## src/rtl/cmf_pkg.sv

```systemverilog
package cmf_pkg;
  typedef enum logic [1:0] {
    ST_IDLE = 2'd0,
    ST_FILL = 2'd1,
    ST_HOLD = 2'd2
  } cmf_state_e;
endpackage

```

## src/rtl/cmf_addr_ctr.sv

```systemverilog
module cmf_addr_ctr #(
  parameter int ADDR_W = 11,
  parameter int DEPTH  = 2048
) (
  input  logic              clk_i,
  input  logic              rst_ni,
  input  logic              clr_i,
  input  logic              inc_i,
  output logic [ADDR_W-1:0] addr_o,
  output logic              last_o
);
  localparam logic [ADDR_W-1:0] LAST = ADDR_W'(DEPTH - 1);

  logic [ADDR_W-1:0] addr_q;

  always_ff @(posedge clk_i or negedge rst_ni) begin
    if (!rst_ni)      addr_q <= '0;
    else if (clr_i)   addr_q <= '0;
    else if (inc_i)   addr_q <= addr_q + 1'b1;
  end

  assign addr_o = addr_q;
  assign last_o = (addr_q == LAST);
endmodule

```

## src/rtl/cmf_ctrl.sv

```systemverilog
module cmf_ctrl
  import cmf_pkg::*;
#(
  parameter int PAT_W = 3
) (
  input  logic             clk_i,
  input  logic             rst_ni,
  input  logic             start_i,
  input  logic             stop_i,
  input  logic             last_i,
  input  logic [PAT_W-1:0] pattern_i,
  output logic             fill_o,
  output logic             clr_o,
  output logic             done_o,
  output logic [PAT_W-1:0] pat_o
);
  cmf_state_e        st_q, st_d;
  logic              done_q, done_d;
  logic [PAT_W-1:0]  pat_q;

  always_comb begin
    st_d   = st_q;
    done_d = done_q;
    clr_o  = 1'b0;
    unique case (st_q)
      ST_IDLE: if (start_i) begin
        st_d   = ST_FILL;
        clr_o  = 1'b1;
        done_d = 1'b0;
      end
      ST_FILL: begin
        if (!start_i) begin
          st_d = ST_IDLE;
        end else if (last_i) begin
          // completion outranks a coincident stop
          st_d   = ST_HOLD;
          done_d = 1'b1;
        end else if (stop_i) begin
          st_d = ST_HOLD;
        end
      end
      ST_HOLD: if (!start_i) st_d = ST_IDLE;
      default: st_d = ST_IDLE;
    endcase
  end

  always_ff @(posedge clk_i or negedge rst_ni) begin
    if (!rst_ni) begin
      st_q   <= ST_IDLE;
      done_q <= 1'b0;
      pat_q  <= '0;
    end else begin
      st_q   <= st_d;
      done_q <= done_d;
      if (clr_o) pat_q <= pattern_i;
    end
  end

  assign fill_o = (st_q == ST_FILL);
  assign done_o = done_q;
  assign pat_o  = pat_q;

  a_r5_stop_halts: assert property (@(posedge clk_i) disable iff (!rst_ni)
    (st_q == ST_FILL && start_i && stop_i && !last_i) |=> (st_q == ST_HOLD && !done_q));
  a_r6_start_drop: assert property (@(posedge clk_i) disable iff (!rst_ni)
    (st_q == ST_FILL && !start_i) |=> (st_q == ST_IDLE));
  a_r4_hold_no_restart: assert property (@(posedge clk_i) disable iff (!rst_ni)
    (st_q == ST_HOLD && start_i) |=> (st_q == ST_HOLD));
  a_r11_stop_idle: assert property (@(posedge clk_i) disable iff (!rst_ni)
    (st_q == ST_IDLE && !start_i) |=> (st_q == ST_IDLE && $stable(done_q)));
endmodule

```

## src/rtl/cmf_port_mux.sv

```systemverilog
module cmf_port_mux #(
  parameter int ADDR_W = 11,
  parameter int DATA_W = 12,
  parameter int PAT_W  = 3
) (
  input  logic              fill_i,
  input  logic [ADDR_W-1:0] sweep_addr_i,
  input  logic [PAT_W-1:0]  pat_i,
  input  logic              cpu_req_i,
  input  logic              cpu_we_i,
  input  logic [ADDR_W-1:0] cpu_addr_i,
  input  logic [DATA_W-1:0] cpu_wdata_i,
  output logic              cpu_gnt_o,
  output logic              mem_en_o,
  output logic              mem_we_o,
  output logic [ADDR_W-1:0] mem_addr_o,
  output logic [DATA_W-1:0] mem_wdata_o
);
  localparam int UPPER_W = DATA_W - PAT_W;

  logic [DATA_W-1:0] fill_word;

  generate
    if (UPPER_W > 0) begin : g_pad
      assign fill_word = {{UPPER_W{1'b0}}, pat_i};
    end else begin : g_nopad
      assign fill_word = DATA_W'(pat_i);
    end
  endgenerate

  always_comb begin
    cpu_gnt_o = !fill_i;
    if (fill_i) begin
      mem_en_o    = 1'b1;
      mem_we_o    = 1'b1;
      mem_addr_o  = sweep_addr_i;
      mem_wdata_o = fill_word;
    end else begin
      mem_en_o    = cpu_req_i;
      mem_we_o    = cpu_req_i & cpu_we_i;
      mem_addr_o  = cpu_addr_i;
      mem_wdata_o = cpu_wdata_i;
    end
  end
endmodule

```

## src/rtl/cmf_block_fill.sv

```systemverilog
module cmf_block_fill #(
  parameter int STREAMS  = 16,
  parameter int CHANNELS = 128,
  parameter int DATA_W   = 12,
  parameter int PAT_W    = 3,
  localparam int DEPTH   = STREAMS * CHANNELS,
  localparam int ADDR_W  = $clog2(DEPTH)
) (
  input  logic              clk_i,
  input  logic              rst_ni,
  input  logic              start_i,
  input  logic              stop_i,
  input  logic [PAT_W-1:0]  pattern_i,
  output logic              busy_o,
  output logic              done_o,
  input  logic              cpu_req_i,
  input  logic              cpu_we_i,
  input  logic [ADDR_W-1:0] cpu_addr_i,
  input  logic [DATA_W-1:0] cpu_wdata_i,
  output logic              cpu_gnt_o,
  output logic              mem_en_o,
  output logic              mem_we_o,
  output logic [ADDR_W-1:0] mem_addr_o,
  output logic [DATA_W-1:0] mem_wdata_o
);
  localparam logic [ADDR_W-1:0] LAST = ADDR_W'(DEPTH - 1);

  logic              fill, clr, last;
  logic [ADDR_W-1:0] sweep_addr;
  logic [PAT_W-1:0]  pat;

  cmf_ctrl #(.PAT_W(PAT_W)) u_ctrl (
    .clk_i, .rst_ni, .start_i, .stop_i,
    .last_i    (last),
    .pattern_i,
    .fill_o    (fill),
    .clr_o     (clr),
    .done_o,
    .pat_o     (pat)
  );

  cmf_addr_ctr #(.ADDR_W(ADDR_W), .DEPTH(DEPTH)) u_ctr (
    .clk_i, .rst_ni,
    .clr_i  (clr),
    .inc_i  (fill),
    .addr_o (sweep_addr),
    .last_o (last)
  );

  cmf_port_mux #(.ADDR_W(ADDR_W), .DATA_W(DATA_W), .PAT_W(PAT_W)) u_mux (
    .fill_i       (fill),
    .sweep_addr_i (sweep_addr),
    .pat_i        (pat),
    .cpu_req_i, .cpu_we_i, .cpu_addr_i, .cpu_wdata_i,
    .cpu_gnt_o, .mem_en_o, .mem_we_o, .mem_addr_o, .mem_wdata_o
  );

  assign busy_o = fill;

  a_r2_addr_step: assert property (@(posedge clk_i) disable iff (!rst_ni)
    (busy_o && $past(busy_o)) |-> (mem_addr_o == ADDR_W'($past(mem_addr_o) + 1'b1)));
  a_r2_first_addr: assert property (@(posedge clk_i) disable iff (!rst_ni)
    $rose(busy_o) |-> (mem_addr_o == '0));
  a_r3_pat_stable: assert property (@(posedge clk_i) disable iff (!rst_ni)
    (busy_o && $past(busy_o)) |-> $stable(mem_wdata_o));
  a_r4_done_at_last: assert property (@(posedge clk_i) disable iff (!rst_ni)
    $rose(done_o) |-> ($past(busy_o) && $past(mem_addr_o) == LAST));
  a_r8_cpu_blocked: assert property (@(posedge clk_i) disable iff (!rst_ni)
    busy_o |-> (!cpu_gnt_o && mem_we_o));
  a_r10_done_clear: assert property (@(posedge clk_i) disable iff (!rst_ni)
    $rose(busy_o) |-> !done_o);
endmodule

```

## config.mk

```make
export PLATFORM = sky130hd
export DESIGN_NAME = cmf_block_fill
export DESIGN_NICKNAME = d
export VERILOG_FILES = /design/src/rtl/cmf_pkg.sv /design/src/rtl/cmf_addr_ctr.sv /design/src/rtl/cmf_ctrl.sv /design/src/rtl/cmf_port_mux.sv /design/src/rtl/cmf_block_fill.sv
export SDC_FILE = /design/constraint.sdc
export NUM_CORES = 1
export LEC_CHECK = 0
export BUFFER_PORTS_ARGS = -buffer_cell sky130_fd_sc_hd__buf_4
export CORE_MARGIN = 10
export CORE_UTILIZATION = 45
export CTS_CLUSTER_SIZE = 16
export DETAILED_ROUTE_END_ITERATION = 7
export PLACE_DENSITY = 0.9
export RECOVER_POWER = 100
export SYNTH_ARGS = -nofsm -noshare
export SYNTH_HDL_FRONTEND = slang
export SYNTH_SLANG_ARGS = --single-unit
```

## constraint.sdc

```tcl
create_clock -name clk_i -period 1.9 [get_ports clk_i]
set_clock_uncertainty 0.05 [all_clocks]
set_input_delay 0.095 -clock clk_i [delete_from_list [all_inputs] [get_ports clk_i]]
set_output_delay 0.095 -clock clk_i [all_outputs]
set_load 0.01 [all_outputs]
```

== Word level (Yosys, flattened, before mapping) ==
Cells that the tools add are included.
Word-level totals
  flip-flop bits (word level): 17
Cells by class
  equal/unequal tests: 8
  bitwise logic cells: 1
  muxes and demuxes: 18
  $add $sub $neg: 1
  reduce and logical (&&, ||, !) cells: 6
Operators by type and width (number)
  $mux W11: 3
  $mux W12: 1
  $add A11 B1 Y11 const B: 1
  $eq A11 B11 Y1 const B: 1
  $mux W2: 5
  $ne A2 B2 Y1 const B: 4
  $mux W1: 7
  $pmux W2 S3: 1
  $ne A4 B4 Y1 const B: 1
  $reduce_and A4 Y1: 1
  $reduce_bool A2 Y1: 2
  $reduce_and A3 Y1: 1
  $eq A2 B1 Y1 const B: 1
  $eq A2 B2 Y1 const B: 1
  $logic_not A2 Y1: 1
  $pmux W1 S2: 1
  $and A1 B1 Y1: 1
  $logic_not A1 Y1: 1

== Longest topological paths before layout ==
Gate-level depths: netlist (run 1).
  word-level depth: 4
  mapped depth: 6
  gate-level depth less buffers: 4

== Hierarchy ==
Synthesis (run 1) repeated with hierarchy kept, for this count alone.
Second synthesis, totals
  cell total of the unflattened synthesis: 105
  area, all modules: 1129.8 um2
Modules (own cells, without submodules)
  cmf_addr_ctr: area an instance 569.3 um2, cells each 57, times used 1
  cmf_port_mux: area an instance 300.3 um2, cells each 29, times used 1
  cmf_ctrl: area an instance 260.2 um2, cells each 19, times used 1

== Worst setup path before layout (run 1) ==
No wires, ideal clock.
  path kind: register -> register
  start: reg u_ctr.addr_q[0], in the netlist u_ctr.addr_o[0]
  end: reg u_ctr.addr_q[10], in the netlist u_ctr.addr_o[10]
  cell stages (with the launch flop): 5
  path slack: 0.472 ns
  library setup time: 0.069 ns
  period minus slack after synthesis: 1.428 ns
  data arrival time: 1.308 ns
  path through: dfrtp_1 -> ha_1 -> nand4_1 -> or4_1 -> nand3_1
On the way
  longest elaborated chain between the ends: 3
RTL lines
  from (decl): RTL line cmf_addr_ctr.sv:14  | logic [ADDR_W-1:0] addr_q;
  from (signal assigned): RTL line cmf_addr_ctr.sv:19  | else if (inc_i) addr_q <= addr_q + 1'b1;
  $add A11 B1 Y11: RTL line cmf_addr_ctr.sv:19
  $mux W11: RTL line cmf_addr_ctr.sv:19
  $mux W11: RTL line cmf_addr_ctr.sv:18  | else if (clr_i) addr_q <= '0;
Every way passes these cells. The select of a mux whose other input is x is not followed.
A chain may end at the register's enable or synchronous reset.

== Worst setup path after layout (run 1) ==
  start: reg u_ctrl.st_q[1]
  end: out mem_addr_o[7]
On the way
  longest elaborated chain between the ends: 2
RTL lines
  from (decl): RTL line cmf_ctrl.sv:17  | cmf_state_e st_q, st_d;
  from (signal assigned): RTL line cmf_ctrl.sv:53  | st_q <= st_d;
  $eq A2 B1 Y1: RTL line cmf_ctrl.sv:59  | assign fill_o = (st_q == ST_FILL);
  $mux W11: RTL line cmf_port_mux.sv:33  | if (fill_i) begin
  to (decl): RTL line cmf_block_fill.sv:23  | output logic [ADDR_W-1:0] mem_addr_o,
Every way passes these cells.

==> metrics.txt, run 1 <==
initial drt markers=68; routability congestion estimate=0.8795; port bufs=59; sequential share of the synthesized area=36.92%; Synth top area share=36.92%; dpl cell area=1588 um2; XOR/XNOR share of the synthesized area=0%; Primary FF master, synth=dfrtp_1; die extent in x=70.61 um; total power=1.081 mW; worst r2r dst=u_ctr.addr_o[10]; gr usage total=13.56%; Critical path origin=u_ctrl.st_q[1]; CTS sink count=17; Mapped Avg Cell Area=7.734 um2; Die Ht=around 71 um; Filler Cell Count=approximately 260; drt pass-1 iters=4; met3 Resource Use GR=6.276%; leading area contributor after synthesis=dfrtp_1; Worst Setup End Kind=output port; Yosys reg bits=17; Arr. time, crit path=between 1.5 and 2 ns; Hold Fails Final Rpt=0; power per standard cell area=694.1 nW/um2; YS warnings=0; largest net degree at the start of global routing=28; Async SR Flop Fraction=100.0%; global route hottest layer=met2; layout cells sized above 1=21.15%; Vias=approximately 1,300; fin crit share=91.86%; Via-to-Cell Ratio=5.336; RSZ-0062 raised after global routing=false; Slew Viols, Final=0; multi-input logic area=between 600 and 700 um2; cells after synthesis=149; Net count, final=242; Finished Core Util=between 60% and 70%; initial antenna violation count=0; Worst R2R Start=u_ctr.addr_o[0]; Post-Synth Simple-Gate Area=38.00%; # Post-CTS Setup Buffers=0; IR drop worst, VDD=0.0006307 V; WP data required=1.75 ns; drt wl/cell=approximately 15 um; commonest non-fill, non-tap cell in the layout=nand2_1; status=finished, final reports clean; GR Layer Usage met2=23.85%; sequential cell area=425.4 um2; fmax=572.9 MHz; main combinational cell family by area after synthesis=simple AND/OR/NAND/NOR gates; CTS root buffer=clkbuf_4; die area=4985 um2; CP Max Fanout=10; Post-DP HPWL=2665 um; initial core utilization=46.94%; CTS tree=done; WS Path Type=reg2out; Worst-path clk slew=0.11 ns; final hold slack=0.002508 ns; termination of the worst setup path=mem_addr_o[7]; first-pass GRT wire length=5858 um; vias in the first global route=1,331; P_leak=roughly 0.76 nW; Max-slew headroom=between 30% and 40%; startpoint types=flop; mux cell area share after synthesis=6.515%; main area contributors after synthesis=dfrtp_1, nand2_1, and2_1; Distinct cells, synth=36; Design Area, Final=1558 um2; Hold WC Path Type=in2reg; Inserted Clock Buffers=3; post-synth net total=182; compound-gate portion of the synthesized area=11.62%; leading cell types in the layout, fill and taps excluded=nand2_1, buf_4, clkbuf_1; WL final=3489 um; number of enable flip-flop cells after synthesis=0; adder-cell area share of the yosys netlist=1.086%; Worst Tran Pin Value=0.9252 ns; site row count=18; grt ovf=0; Top Ports=60; Final setup viols=0; H-tree depth=1; ANT nets after route=0; worst r2r path cells=4; core area=roughly 2500 um2; ANT cells=0; clock buffer depth=2; Area Growth Syn to Fin=35.18%; met1 Resource Use GR=15.32%; number of remaining DRC errors=0; flop2flop setup slack=0.30 ns; Post-Syn Area=1152 um2; Max Cap Viol=0; Clock Latency Late Sink=0.30 ns; Tmin final=1.745 ns; Fin Setup TNS=0 ns
## power breakdown
group          leakage [nW]  internal (mW)  switching, mW  total [mW]
registers             0.225          0.414         0.0778       0.492
clock network        0.0177         0.0784          0.123       0.202
logic                 0.519          0.175          0.213       0.388
total                 0.762          0.667          0.414        1.08
## cells by family (layout without fill, tap and decap cells)
family | after synthesis | in the layout
AND/OR/NAND/NOR | 92 | 92
buffers and inverters | 12 | 71
multiplexers | 6 | 6
flip-flops | 17 | 17
AO/OA/AOI/OAI | 21 | 21
adder cells (fa/ha/maj) | 1 | 1
## metrics by stage
step	cells	setup slack, ns
global placement	230	0.4218
CTS	238	0.1345
finish	238	0.1546
floorplan	149	0.4724
detailed placement	230	0.3565
global route	238	0.03765
## worst max-delay path: stages (launching register included)
cell and delay, ns:
dfrtp_1 0.48, nand2b_1 0.25, clkbuf_2 0.23, o21ai_0 0.18
clkbuf_1 0.17
## final cells by class
| type | count | area share [%] |
|---|---|---|
| clock buffers | 3 | 1.446 |
| clock inverters | 1 | 0.3213 |
| repair buffers | 65 | 26.27 |
| flip-flops and latches | 17 | 27.31 |
| multi-input cells | 120 | 41.61 |
| inverters | 2 | 0.6426 |
| well taps | 30 | 2.410 |
## synth_stat cells (3+ instances only)
| master | instances |
|---|---|
| a31oi_1 | 3 |
| and2_1 | 9 |
| and3_1 | 3 |
| buf_2 | 5 |
| dfrtp_1 | 17 |
| mux2_4 | 3 |
| mux2i_1 | 3 |
| nand2_1 | 53 |
| nand2b_1 | 3 |
| nand3_1 | 4 |
| nand4_1 | 3 |
| nor2_1 | 6 |
| o21ai_0 | 8 |
## timing repair
item | in CTS | in global routing
hold endpoints to repair | 20 | 0
endpoints found under the setup margin | 0 | 4
hold buffers | 4 | 0
gates resized for setup | 0 | 2
## worst min path at each step
stage | start | end | slack [ns] | depth (start not counted)
2_1_floorplan | rst_ni | u_ctr.addr_o[0] | -0.25 | 0
3_3_place_gp | rst_ni | u_ctrl.done_o | -0.08 | 1
3_5_place_dp | rst_ni | u_ctrl.pat_o[0] | -0.08 | 1
4_1_cts | start_i | u_ctrl.st_q[1] | 0.007 | 3
5_1_grt | start_i | u_ctrl.st_q[1] | 0.03 | 3
6_report | start_i | u_ctrl.st_q[1] | 0.003 | 3
## layer usage
layer  wire [um]  vias to the layer above
li1            -                      625
met1        1429                      587
met2        1731                       54
met3         309                        4
met4          19                        0
met5           0                        -
## registers in the layout (all words and copies together) (netlist names)
signal	count
u_ctr.addr_o	11
u_ctrl.pat_o	3
u_ctrl.st_q	2
u_ctrl.done_o	1
Power figures use the tool's default switching activity.
==> inputs of run 2 (changes only) <==
Settings changed: BUFFER_PORTS_ARGS -buffer_cell sky130_fd_sc_hd__buf_4 to -buffer_cell sky130_fd_sc_hd__buf_2.
==> run 2 against run 1 <==
Combinational power shrank 6.2%. Final area decreased by 5.9%. Utilization fell by 3.7 points. Worst setup slack improved by 0.058 ns. Clock power about the same. Via count shrank 3.6%. Clock-buffer cell count unchanged. Critical path type unchanged. Largest power group unchanged. Highest routed layer unchanged.
==> metrics.txt, run 2 (synthesis gave the netlist of run 1 again) <==
ANT nets after route=0 (unchanged); fin crit share=88.83% (-3.0 points); initial antenna violation count=0 (unchanged); Design Area, Final=1466 um2 (-5.9%); Hold Fails Final Rpt=0 (unchanged); Clock Latency Late Sink=0.30 ns (about the same); initial core utilization=46.94% (unchanged); IR drop worst, VDD=0.0005900 V (-6.5%); # Post-CTS Setup Buffers=0 (unchanged); termination of the worst setup path=mem_addr_o[4]; site row count=18 (unchanged); global route hottest layer=met2; first-pass GRT wire length=5740 um (-2.0%); WL final=3321 um (-4.8%); met1 Resource Use GR=14.76% (-0.56 points); Max-slew headroom=38.94% (+0.62 points); H-tree depth=1 (unchanged); worst r2r path cells=4 (unchanged); GR Layer Usage met2=23.65% (-0.20 points); Via-to-Cell Ratio=5.143 (-3.6%); die area=4985 um2 (unchanged); Slew Viols, Final=0 (unchanged); fmax=592.5 MHz (+3.4%); Final setup viols=0 (unchanged); Slowest-stage cell, CP=dfrtp_1; status=finished, final reports clean; leading cell types in the layout, fill and taps excluded=nand2_1, buf_2, clkbuf_1; WS Path Type=reg2out; CP Max Fanout=27 (+17); Vias=1,224 (-3.6%); CP most frequent cell=nand2_1; Worst Setup End Kind=output port; clock buffer depth=2 (unchanged); Worst-path clk slew=0.11 ns (about the same); critical path's top delay family=flip-flops; grt ovf=0 (unchanged); drt wl/cell=13.95 um (-4.8%); Inserted Clock Buffers=3 (unchanged); commonest non-fill, non-tap cell in the layout=nand2_1; Worst R2R Start=u_ctr.addr_o[0]; Critical path origin=u_ctrl.st_q[1]; Net count, final=242 (unchanged); Worst Tran Pin Value=0.9159 ns (-0.009332 ns); WP data required=1.75 ns (about the same); number of remaining DRC errors=0 (unchanged); ANT cells=0 (unchanged); crit-path cells=nand2b_1 > inv_4 > nand2_1 > nand2_1 > clkbuf_1; gr usage total=13.42% (-0.14 points); Fin Setup TNS=0 ns (unchanged); Top Ports=60 (unchanged); Tmin final=1.688 ns (-0.05753 ns); core area=2455 um2 (unchanged); CTS root buffer=clkbuf_4; worst r2r dst=u_ctr.addr_o[10]; port bufs=59 (unchanged); layout cells sized above 1=20.67% (-0.48 points); max reg flops=11 (unchanged); dpl cell area=1440 um2 (-9.3%); largest net degree at the start of global routing=28 (unchanged); RSZ-0062 raised after global routing=false; drt pass-1 iters=4 (unchanged); CTS tree=done; Post-DP HPWL=2625 um (-1.5%); met3 Resource Use GR=6.555% (+0.28 points); vias in the first global route=1,249 (-6.2%); flop2flop setup slack=0.32 ns (+0.02 ns); initial drt markers=77 (+13%); Die Ht=70.61 um (unchanged); Area Growth Syn to Fin=27.25%; Levels on crit path=5 (+1); P_leak=0.7311 nW (-4.0%); CTS sink count=17 (unchanged); Arr. time, crit path=1.54 ns (-0.06 ns); Buf/Inv on CP=2 (unchanged); startpoint types=flop; die extent in x=70.61 um (unchanged); Hold WC Path Type=in2reg; Critical Path Max Stage Delay=0.46 ns (-0.02 ns); routability congestion estimate=0.8805 (+0.11%); Max Cap Viol=0 (unchanged); power per standard cell area=718.2 nW/um2 (+3.5%)
==> run 2: cell count changes in the layout (fill, tap and decap cells not counted), sizes merged <==
cell,delta
clkbuf,+2
buf,-2
==> run 2: timing repair <==
action	in CTS	in global routing
hold endpoints to repair	20	0
gates resized for setup	0	2
hold buffers	4	0
setup endpoints to repair	0	2
==> run 2: final cells by class <==
type	instances	area (um2)
multi-input cells	120	648.1
clock buffers	3	22.52
clock inverters	1	5.005
well taps	30	37.54
fillers	249	988.4
repair buffers	65	317.8
flip-flops and latches	17	425.4
inverters	2	10.01
==> run 2: worst register-to-register path: cells and delay by family, from the launching register on <==
family        cells  cell delay, ns
fa+ha+maj         1            0.26
simple gates      3            0.78
flops             1            0.44
==> run 2: power by group <==
| part | switching (mW) | total [mW] | internal, mW |
|---|---|---|---|
| registers | 0.0763 | 0.491 | 0.414 |
| clock network | 0.121 | 0.199 | 0.0784 |
| logic | 0.212 | 0.364 | 0.151 |
==> run 2: how the worst min path moves through the flow <==
| stage | start | endpoint | slack, ns | cells after the start |
|---|---|---|---|---|
| 2_1_floorplan | rst_ni | u_ctr.addr_o[0] | -0.25 | 0 |
| 3_3_place_gp | rst_ni | u_ctrl.done_o | -0.01 | 1 |
| 3_5_place_dp | rst_ni | u_ctrl.done_o | -0.01 | 1 |
| 4_1_cts | start_i | u_ctrl.st_q[1] | 0.01 | 3 |
| 5_1_grt | start_i | u_ctrl.st_q[1] | 0.03 | 3 |
| 6_report | start_i | u_ctrl.st_q[1] | 0.01 | 3 |
==> run 2: stage by stage <==
| step | instances | util (%) | power (mW) | hold slack [ns] | setup WS, ns |
|---|---|---|---|---|---|
| after floorplan | 149 | - | 0.7356 | -0.2506 | 0.4724 |
| after global placement | 230 | 58.66 | 0.8772 | -0.01247 | 0.4004 |
| after detailed placement | 230 | 58.66 | 0.8923 | -0.01443 | 0.3467 |
| after CTS | 238 | 61.42 | 1.099 | 0.01102 | 0.1216 |
| after global routing | 238 | 59.74 | 1.147 | 0.03154 | 0.03753 |
| final | 238 | 59.74 | 1.053 | 0.01092 | 0.2121 |
==> run 2: routing by layer <==
metal,routed length [um],share of wire [%],up-vias
met4,17,0.51,0
li1,-,-,622
met1,1371,41,554
met5,0,0,-
met3,298,9.0,2
met2,1633,49,46
